File: src/rtl/adc_fmt_pkg.sv
`timescale 1ns/1ps
package adc_fmt_pkg;
  typedef enum logic [1:0] {
    ALIGN_RIGHT      = 2'b00,
    ALIGN_LEFT_UNS   = 2'b01,
    ALIGN_LEFT_SGN   = 2'b10,
    ALIGN_RIGHT_ALT  = 2'b11
  } align_e;

  // Byte addresses inside the register window
  localparam logic ADDR_HI = 1'b0;
  localparam logic ADDR_LO = 1'b1;
endpackage

File: src/rtl/adc_fmt_align.sv
`timescale 1ns/1ps
module adc_fmt_align
  import adc_fmt_pkg::*;
#(
  parameter int RES_W  = 10,
  parameter int BYTE_W = 8
) (
  input  logic [RES_W-1:0]  result,
  input  logic [1:0]        mode,
  output logic [BYTE_W-1:0] hi_byte,
  output logic [BYTE_W-1:0] lo_byte
);
  localparam int PAIR_W = 2 * BYTE_W;
  localparam int PAD_W  = PAIR_W - RES_W;

  logic [PAIR_W-1:0] right_pair;
  logic [PAIR_W-1:0] left_pair;
  logic [RES_W-1:0]  signed_res;

  // Signed form: invert the result MSB (offset binary to two's complement)
  assign signed_res = {~result[RES_W-1], result[RES_W-2:0]};

  generate
    if (PAD_W > 0) begin : g_pad
      assign right_pair = {{PAD_W{1'b0}}, result};
    end else begin : g_nopad
      assign right_pair = result;
    end
  endgenerate

  always_comb begin
    left_pair = '0;
    unique case (align_e'(mode))
      ALIGN_LEFT_UNS: left_pair[PAIR_W-1 -: RES_W] = result;
      ALIGN_LEFT_SGN: left_pair[PAIR_W-1 -: RES_W] = signed_res;
      default:        left_pair = '0;
    endcase
  end

  always_comb begin
    if (mode == ALIGN_LEFT_UNS || mode == ALIGN_LEFT_SGN) begin
      hi_byte = left_pair[PAIR_W-1 -: BYTE_W];
      lo_byte = left_pair[BYTE_W-1:0];
    end else begin
      hi_byte = right_pair[PAIR_W-1 -: BYTE_W];
      lo_byte = right_pair[BYTE_W-1:0];
    end
  end
endmodule

File: src/rtl/adc_fmt_lock.sv
`timescale 1ns/1ps
module adc_fmt_lock
  import adc_fmt_pkg::*;
(
  input  logic clk,
  input  logic rst,
  input  logic conv_done,
  input  logic rd_en,
  input  logic rd_addr,
  output logic load,
  output logic locked,
  output logic overrun,
  output logic result_valid
);
  logic hi_rd, lo_rd, lock_q, ovr_q, vld_q;

  assign hi_rd = rd_en && (rd_addr == ADDR_HI);
  assign lo_rd = rd_en && (rd_addr == ADDR_LO);
  // A high read in the same cycle also blocks the load so the pair stays coherent
  assign load  = conv_done && !lock_q && !hi_rd;

  always_ff @(posedge clk) begin
    if (rst) begin
      lock_q <= 1'b0;
      ovr_q  <= 1'b0;
      vld_q  <= 1'b0;
    end else begin
      if (hi_rd)      lock_q <= 1'b1;
      else if (lo_rd) lock_q <= 1'b0;
      ovr_q <= conv_done && !load;
      if (load)       vld_q <= 1'b1;
      else if (lo_rd) vld_q <= 1'b0;
    end
  end

  assign locked       = lock_q;
  assign overrun      = ovr_q;
  assign result_valid = vld_q;
endmodule

File: src/rtl/adc_fmt_regs.sv
`timescale 1ns/1ps
module adc_fmt_regs
  import adc_fmt_pkg::*;
#(
  parameter int BYTE_W = 8
) (
  input  logic              clk,
  input  logic              rst,
  input  logic              load,
  input  logic [BYTE_W-1:0] hi_in,
  input  logic [BYTE_W-1:0] lo_in,
  input  logic              rd_en,
  input  logic              rd_addr,
  output logic [BYTE_W-1:0] rd_data
);
  logic [BYTE_W-1:0] hi_q, lo_q, rd_q;

  // Data bytes carry no reset
  always_ff @(posedge clk) begin
    if (load) begin
      hi_q <= hi_in;
      lo_q <= lo_in;
    end
  end

  always_ff @(posedge clk) begin
    if (rst)        rd_q <= '0;
    else if (rd_en) rd_q <= (rd_addr == ADDR_LO) ? lo_q : hi_q;
  end

  assign rd_data = rd_q;
endmodule

File: src/rtl/adc_result_fmt.sv
`timescale 1ns/1ps
module adc_result_fmt #(
  parameter int RES_W  = 10,
  parameter int BYTE_W = 8
) (
  input  logic              clk,
  input  logic              rst,
  input  logic              conv_done,
  input  logic [RES_W-1:0]  conv_result,
  input  logic [1:0]        align_mode,
  input  logic              rd_en,
  input  logic              rd_addr,
  output logic [BYTE_W-1:0] rd_data,
  output logic              overrun,
  output logic              result_valid
);
  logic [BYTE_W-1:0] fmt_hi, fmt_lo;
  logic              load_w, lock_w;

  adc_fmt_align #(.RES_W(RES_W), .BYTE_W(BYTE_W)) u_align (
    .result  (conv_result),
    .mode    (align_mode),
    .hi_byte (fmt_hi),
    .lo_byte (fmt_lo)
  );

  adc_fmt_lock u_lock (
    .clk          (clk),
    .rst          (rst),
    .conv_done    (conv_done),
    .rd_en        (rd_en),
    .rd_addr      (rd_addr),
    .load         (load_w),
    .locked       (lock_w),
    .overrun      (overrun),
    .result_valid (result_valid)
  );

  adc_fmt_regs #(.BYTE_W(BYTE_W)) u_regs (
    .clk     (clk),
    .rst     (rst),
    .load    (load_w),
    .hi_in   (fmt_hi),
    .lo_in   (fmt_lo),
    .rd_en   (rd_en),
    .rd_addr (rd_addr),
    .rd_data (rd_data)
  );
endmodule

File: config.mk
export PLATFORM = sky130hd
export DESIGN_NAME = adc_result_fmt
export DESIGN_NICKNAME = d
export VERILOG_FILES = /design/src/rtl/adc_fmt_pkg.sv /design/src/rtl/adc_fmt_align.sv /design/src/rtl/adc_fmt_lock.sv /design/src/rtl/adc_fmt_regs.sv /design/src/rtl/adc_result_fmt.sv
export SDC_FILE = /design/constraint.sdc
export NUM_CORES = 1
export LEC_CHECK = 0
export ABC_CLOCK_PERIOD_IN_PS = 4300
export BUFFER_PORTS_ARGS = -buffer_cell sky130_fd_sc_hd__buf_2
export CORE_MARGIN = 1.5
export CORE_UTILIZATION = 35
export DETAILED_ROUTE_END_ITERATION = 10
export PLACE_DENSITY = 0.66
export SYNTH_ARGS = -nofsm -noshare
export SYNTH_HDL_FRONTEND = slang
export SYNTH_SLANG_ARGS = --single-unit
File: constraint.sdc
create_clock -name clk -period 4.3 [get_ports clk]
set_input_delay 0.43 -clock clk [delete_from_list [all_inputs] [get_ports clk]]
set_output_delay 0.43 -clock clk [all_outputs]
set_load 0.05 [all_outputs]
Word level (Yosys, flattened, before mapping)
Cells that the tools add are included.
Cells by class
  eq/ne operators: 2
  mux-type cells: 7
  bitwise operators: 2
  reduce and logical (&&, ||, !) cells: 11
Operators by type and width (number)
  one-hot mux 10 bit (2 select lines): 1
  2-to-1 mux 8 bit: 2
  logical AND 1 bit: 5
  nonzero test 2 bit: 2
  zero test 1 bit: 3
  2-to-1 mux 1 bit: 3
  == test 2 x 1 -> 1 bit (second input constant): 1
  == test 2 bit (second input constant): 1
  2-to-1 mux 2 bit: 1
  NOT 1 bit: 2
  logical OR 1 bit: 1
Storage, ports and cells
  bits in registers: 27
  output and inout bits: 10
  input bits: 17

Logic depth before layout (Yosys ltp)
Gate-level depths: netlist of the first run.
  word-level depth: 6
  mapped depth: 5
  mapped depth without buffers: 5

Modules after synthesis
Synthesis of the first run repeated with hierarchy kept, for this count alone.
Second synthesis, totals
  cell total of the unflattened synthesis: 96
  area total of the unflattened synthesis: 1182.4 sq um
Modules (own cells, without submodules)
  adc_fmt_regs: cells each 52, times used 1, seq. area each 640.6 sq um, area each 849.6 sq um
  adc_fmt_align: cells each 31, times used 1, seq. area each 0.0 sq um, area each 195.2 sq um
  adc_fmt_lock: cells each 13, times used 1, seq. area each 60.1 sq um, area each 137.6 sq um

Least setup slack after synthesis of the first run
Ideal clock, no wire load.
  path kind: input to register
  from: in rd_addr
  to: reg u_regs.hi_q[0] (enable)
  cell stages on the path: 2
  arrival time: 1.387 ns
  path buffers: 0
  path slack: 2.522 ns
  cell sequence: and2b_2 -> nor2b_1
On the way
  longest elaborated chain between the ends: 4
Ends and longest elaborated chain
  start, declared: line adc_result_fmt.sv:12  | input logic rd_addr,
  NOT 1 bit: line adc_fmt_lock.sv:17  | assign hi_rd = rd_en && (rd_addr == ADDR_HI);
  logical AND 1 bit: line adc_fmt_lock.sv:17
  zero test 1 bit: line adc_fmt_lock.sv:20  | assign load = conv_done && !lock_q && !hi_rd;
  logical AND 1 bit: line adc_fmt_lock.sv:20
  net load_w: line adc_result_fmt.sv:18  | logic load_w, lock_w;
  end signal, assigned: line adc_fmt_regs.sv:21  | hi_q <= hi_in;
  end, declared: line adc_fmt_regs.sv:16  | logic [BYTE_W-1:0] hi_q, lo_q, rd_q;
The timed path passes the listed nets, and every way through them passes these cells.
A chain may end at the register's enable or synchronous reset.

Final worst setup path of the first run
  from: in rd_addr
  to: reg u_regs.hi_q[5] (enable)
Same word-level chain as after synthesis.

==> results of run 1 <==
## synth_stat cells
cell,count
edfxtp_1,16
buf_6,1
a211oi_1,10
nor2b_1,1
clkbuf_1,1
ha_1,3
o21ai_0,8
nor3b_1,1
and2b_2,2
mux2i_1,10
and2_1,11
inv_1,2
dfxtp_1,11
nor2_1,14
nand2_1,4
buf_2,3
## layout by cell type (no fill, tap or decap)
cell type and n:
dfxtp_1 11, and2b_2 2, clkbuf_4 3, ha_1 3
mux2i_1 10, nor2b_1 1, nor3b_1 1, and2_1 11
edfxtp_1 16, inv_1 2, clkinv_2 1, o21ai_0 8
nor2_1 14, buf_2 26, a211oi_1 10, buf_6 1
nand2_1 4
## final timing paths
check	end	from	slack (ns)
max	u_regs.hi_q[5]	rd_addr	2.71
max reg2reg	u_regs.hi_q[5]	u_lock.locked	2.77
min reg2reg	u_regs.rd_data[6]	u_regs.rd_data[6]	0.49
min	u_lock.overrun	conv_done	0.37
## state kept, by name, indices dropped and copies added, names as in the netlist
name / count
u_regs.rd_data: 8
u_lock.result_valid: 1
u_regs.lo_q: 8
u_regs.hi_q: 8
u_lock.locked: 1
u_lock.overrun: 1
## through the flow
| step | cells | total power, mW | instance area, µm² | hold slack [ns] | worst slack (ns) |
|---|---|---|---|---|---|
| after detailed placement | 163 | 0.3926 | 1314 | 0.4745 | 1.963 |
| after CTS | 167 | 0.4942 | 1341 | 0.3562 | 2.307 |
| after global placement | 163 | 0.3909 | 1314 | 0.4717 | 1.994 |
| after floorplan | 98 | 0.3697 | 1159 | 0.4628 | 2.522 |
| final | 168 | 0.4884 | 1353 | 0.3747 | 2.713 |
| after global routing | 168 | 0.5160 | 1353 | 0.3544 | 2.623 |
## power by group through the flow
stage | clock [mW] | combinational [mW] | sequential, mW
2_1_floorplan | 0 | 0.0393 | 0.330
3_3_place_gp | 0 | 0.0833 | 0.308
3_5_place_dp | 0 | 0.0846 | 0.308
4_1_cts | 0.107 | 0.0847 | 0.302
5_1_grt | 0.118 | 0.0945 | 0.303
6_report | 0.102 | 0.0852 | 0.301
## logic make-up (layout without fill, tap and decap cells)
family	after synthesis	after routing	synth area share
AO/OA/AOI/OAI	18	18	0.09935
adder cells (fa/ha/maj)	3	3	0.03240
multiplexers	10	10	0.08640
buffers and inverters	7	33	0.03239
flip-flops	27	27	0.6047
AND/OR/NAND/NOR	33	33	0.1447
## area by class of cell
| class | instances | area (µm²) | area share |
|---|---|---|---|
| Multi-Input combinational cell | 64 | 420.4 | 0.3108 |
| Tap cell | 44 | 55.05 | 0.04070 |
| Inverter | 2 | 7.507 | 0.005550 |
| Timing Repair Buffer | 27 | 141.4 | 0.1045 |
| Sequential cell | 27 | 700.7 | 0.5180 |
| Clock inverter | 1 | 5.005 | 0.003700 |
| Clock buffer | 3 | 22.52 | 0.01665 |
## per-layer routing
metal	global-route usage	wire, µm	vias up
li1	-	-	397
met1	0.1359	903	316
met2	0.1832	782	23
met3	0.01919	100	4
met4	0.06522	36	0
met5	0	0	-
==> results by group, run 1 <==
Outcome
  • Status: completed

Floorplanning
  • DIE WIDTH: approximately 60 µm
  • Die area: 3664 µm²
  • Starting Density: 0.3734
  • Top Ports: 27
  • Core box area: slightly above 3000 µm²
  • Die height: ~61 µm
  • Site Rows: 20

Setup path
  • CP startpoint kind: primary input
  • Levels on crit path: 4
  • FF-to-FF path depth: 3
  • CP Capture Type: flip-flop
  • Crit-path cells: buf_2, and2b_2, nor2b_1, buf_6
  • Worst EP required: 4.34 ns
  • Arrival time worst endpoint: approximately 1.6 ns
  • Critical path type: primary input to flip-flop
  • CP delay by family, top: simple AND/OR/NAND/NOR gates
  • Crit path max fanout: 11
  • CP max stage cell: nor2b_1
  • CP max stage delay: roughly 0.43 ns
  • Buf+Inv Stages, Crit Path: 2

Yosys
  • Post-synth top area share: 0.4147
  • Mapped Nets: 118
  • Synth Cell Area: 1159 µm²
  • #FFs+latches synth: 27
  • Synth warnings: 0
  • Top cell type by total area after synthesis: edfxtp_1
  • Gate Count Post-Synth: 98
  • Syn avg cell area: about 12 µm²
  • Distinct cell type count after synthesis: 16
  • Seq/Total Area, Yosys: 0.6048
  • Synth area leaders: edfxtp_1, dfxtp_1, mux2i_1

Run
  • Max-cap violations: 0

Placement
  • Detailed Place HPWL: ~1.4 mm
  • IO buf count: 26
  • Gp weighted congestion: 0.7318

Hold path
  • Hold WC Path Type: primary input to flip-flop
  • Worst hold path stage count: 2

Clocking
  • Worst-Skew Late Latency: 0.31 ns
  • TritonCTS Buffers: 3
  • Hold buffers post-CTS: 0
  • H-tree depth: 1
  • Clock buffer depth: 2
  • # resized after CTS: 0
  • Reg clk slew, reported paths: 0.13 ns
  • TritonCTS Sinks: 27
  • Post-CTS setup buffer count: 0
  • TritonCTS clock tree: done
  • CTS Root Cell: clkbuf_4

Pwr
  • Switching Share: 0.2650
  • Internal power: approximately 0.36 mW
  • Sequential power share: 0.617
  • Leak: between 0.5 and 0.6 nW
  • Part of the power in combinational logic: 0.174
  • Switching power: between 0.1 and 0.15 mW
  • PwrDens: roughly 360 nW/µm²
  • Clk network pwr share: 0.208
  • Maximum vdd drop: just over 0.1 mV

Cells and area
  • Layout cells sized above 1: 0.2661
  • Final Util: 0.4359
  • Final Net Count: between 100 and 150
  • Fill cells: about 330
  • Area growth syn-to-layout: 16.74%
  • N_diodes: 0

Global route
  • Total gr overflow: 0
  • Largest net degree at the start of global routing: 21
  • Vias in the first global route: just under 700
  • First-pass GRT wire length: around 2.9 mm
  • Gr usage total: 0.1107
  • Initial antenna violation count: 0

Timing
  • Final setup vio count: 0
  • Worst slew pin tran: about 0.54 ns
  • Sum Neg Setup Slack: 0 ns
  • Fin crit share: 0.3692
  • Final Hold Viols: 0
  • Max Clock Skew: 0.004565 ns
  • Final min period: between 1.5 and 2 ns
  • Fmax: around 0.63 GHz
  • RSZ-0062 raised after global routing: no
  • Final slew viol count: 0
  • Slew headroom: 0.6419

Detailed routing
  • Via-per-instance ratio: 4.405
  • Vias: 740
  • First DRT Iteration DRCs: 28
  • Routed len/inst: ~11 µm
  • DRT Pass-1 Iters: 4
  • Antenna-violating nets left: 0
  • DRC viols: 0
  • Post-Route WL: between 1.5 and 2 mm
Note: power is estimated with default switching activity, not from simulation.
==> run 2, diff against run 1 <==
--- a/config.mk
+++ b/config.mk
@@ -5,12 +5,12 @@
 export SDC_FILE = /design/constraint.sdc
 export NUM_CORES = 1
 export LEC_CHECK = 0
-export ABC_CLOCK_PERIOD_IN_PS = 4300
+export ABC_CLOCK_PERIOD_IN_PS = 1300
 export BUFFER_PORTS_ARGS = -buffer_cell sky130_fd_sc_hd__buf_2
 export CORE_MARGIN = 1.5
 export CORE_UTILIZATION = 35
 export DETAILED_ROUTE_END_ITERATION = 10
-export PLACE_DENSITY = 0.66
+export PLACE_DENSITY = 0.68
 export SYNTH_ARGS = -nofsm -noshare
 export SYNTH_HDL_FRONTEND = slang
 export SYNTH_SLANG_ARGS = --single-unit
==> constraint.sdc (replaced) <==
create_clock -name clk -period 1.3 [get_ports clk]
set_input_delay 0.13 -clock clk [delete_from_list [all_inputs] [get_ports clk]]
set_output_delay 0.13 -clock clk [all_outputs]
set_load 0.05 [all_outputs]
==> run 2 against run 1 <==
Effect of this change:
- clock power grew to 3.3 times the previous value
- clock skew down 0.0015 ns
- combinational power grew to 3.5 times the previous value
- critical path depth is 1 lower
- die area unchanged
- sequential power increased to 3.3 times the previous value
- via count is 5.3% higher
- global-route usage grew 0.72 points
- largest cell class unchanged
==> results by group, run 2 (same netlist as run 1, synthesis figures left out) <==
Outcome
  • Status: completed

Detailed routing
  • Via-per-instance ratio: 4.556
  • Routed len/inst: 11.06 µm
  • DRT Pass-1 Iters: 4
  • DRC viols: 0
  • Vias: a little under 800
  • Antenna-violating nets left: 0
  • Post-Route WL: ~1.9 mm
  • First DRT Iteration DRCs: 43

Setup path
  • RR Startpoint: u_lock.locked
  • CP Capture Type: flip-flop
  • CP startpoint kind: flip-flop
  • Critical path type: flip-flop to flip-flop
  • Arrival time worst endpoint: between 1 and 1.5 ns
  • Crit path from: u_lock.locked
  • Worst EP required: 1.34 ns
  • Crit path max fanout: 16

Global route
  • Largest net degree at the start of global routing: 20
  • Total gr overflow: 0
  • First-pass GRT wire length: between 3 and 4 mm
  • Gr usage total: 0.1179
  • Initial antenna violation count: 0
  • Vias in the first global route: 741

Clocking
  • Worst-Skew Late Latency: 0.31 ns
  • # resized after CTS: 0
  • CTS Root Cell: clkbuf_4
  • TritonCTS clock tree: done
  • Hold buffers post-CTS: 0
  • Reg clk slew, reported paths: ~0.13 ns
  • TritonCTS Buffers: 3
  • Post-CTS setup buffer count: 0
  • Clock buffer depth: 2
  • H-tree depth: 1
  • TritonCTS Sinks: 27

Placement
  • Post-DP Area: ~1400 µm²
  • IO buf count: 26
  • Detailed Place HPWL: ~1.4 mm
  • Cell count after placement: roughly 170
  • Gp weighted congestion: 0.7967

Cells and area
  • N_diodes: 0
  • Final Net Count: 148
  • Commonest cells after routing, fill and taps aside: buf_2, edfxtp_1, nor2_1
  • Commonest non-fill, non-tap cell in the layout: buf_2
  • Layout cells sized above 1: 0.2913
  • Final instance area: between 1000 and 1500 µm²
  • Area growth syn-to-layout: 20.09%
  • Non-filler instance count after layout: between 150 and 200

Timing
  • Final Hold Viols: 0
  • Max Clock Skew: 0.003035 ns
  • RSZ-0062 raised after global routing: no
  • Final setup vio count: 0
  • WHS: slightly below 0.08 ns
  • Fmax: about 0.86 GHz
  • Final min period: roughly 1.2 ns
  • Final slew viol count: 0
  • Sum Neg Setup Slack: 0 ns
  • Slew headroom: 0.8419
  • Fin crit share: 0.8986
  • Worst slew pin tran: 0.2363 ns

Pwr
  • PwrDens: 1177 nW/µm²
  • Maximum vdd drop: about 0.34 mV
  • Leak: about 0.59 nW

Floorplanning
  • Top Ports: 27
  • Starting Density: 0.3734
  • Die area: around 3700 µm²
  • Site Rows: 20
  • DIE WIDTH: 60.54 µm
  • Core box area: 3103 µm²
  • Die height: ~61 µm

Hold path
  • Worst min-delay path startpoint: conv_done
  • Hold WC Path Type: primary input to flip-flop

Run
  • Max-cap violations: 0
-- run 2: cell count changes in the layout (fill, tap and decap cells not counted), sizes merged --
cell and change:
buf +3
-- run 2: metal layers --
| layer | vias up | global-route usage | part of all wire |
|---|---|---|---|
| met5 | - | 0 | 0 |
| met4 | 0 | 0.04658 | 0.0053 |
| met3 | 2 | 0.02345 | 0.057 |
| met2 | 21 | 0.1941 | 0.47 |
| met1 | 349 | 0.1540 | 0.46 |
| li1 | 407 | - | - |
-- run 2: worst paths after layout --
path	end	slack (ns)	depth (start not counted)
hold reg to reg	u_regs.rd_data[6]	0.49	2
setup reg to reg	u_regs.lo_q[7]	0.13	3
hold / removal	u_lock.overrun	0.08	2
setup / recovery	u_regs.lo_q[7]	0.13	3
-- run 2: power by group --
group          internal [mW]  switching [mW]  total, mW  leakage [nW]
registers              0.976          0.0192      0.995         0.245
clock network          0.115           0.225      0.340        0.0177
logic                  0.110           0.192      0.302         0.329
total                   1.20           0.436       1.64         0.592
-- run 2: layout make-up --
type | instances | area [µm²]
inverters | 2 | 7.507
clock inverters | 1 | 5.005
multi-input cells | 64 | 427.9
fillers | 324 | 1712
repair buffers | 30 | 172.7
well taps | 44 | 55.05
flip-flops and latches | 27 | 700.7
clock buffers | 3 | 22.52
-- run 2: worst max-delay path, stage by stage, from the launching register on --
cell     delay (ns)
dfxtp_1        0.34
and2b_2        0.23
nor2b_4        0.17
buf_12         0.16
-- run 2: stage by stage --
stage                     power, mW  setup WS (ns)    util
final                         1.637         0.1318  0.4484
after global routing          1.721        0.08538  0.4484
after CTS                     1.658         0.1248  0.4484
after detailed placement      1.321        0.08575  0.4395
after global placement        1.311         0.1201  0.4395
after floorplan               1.226         0.1093       -
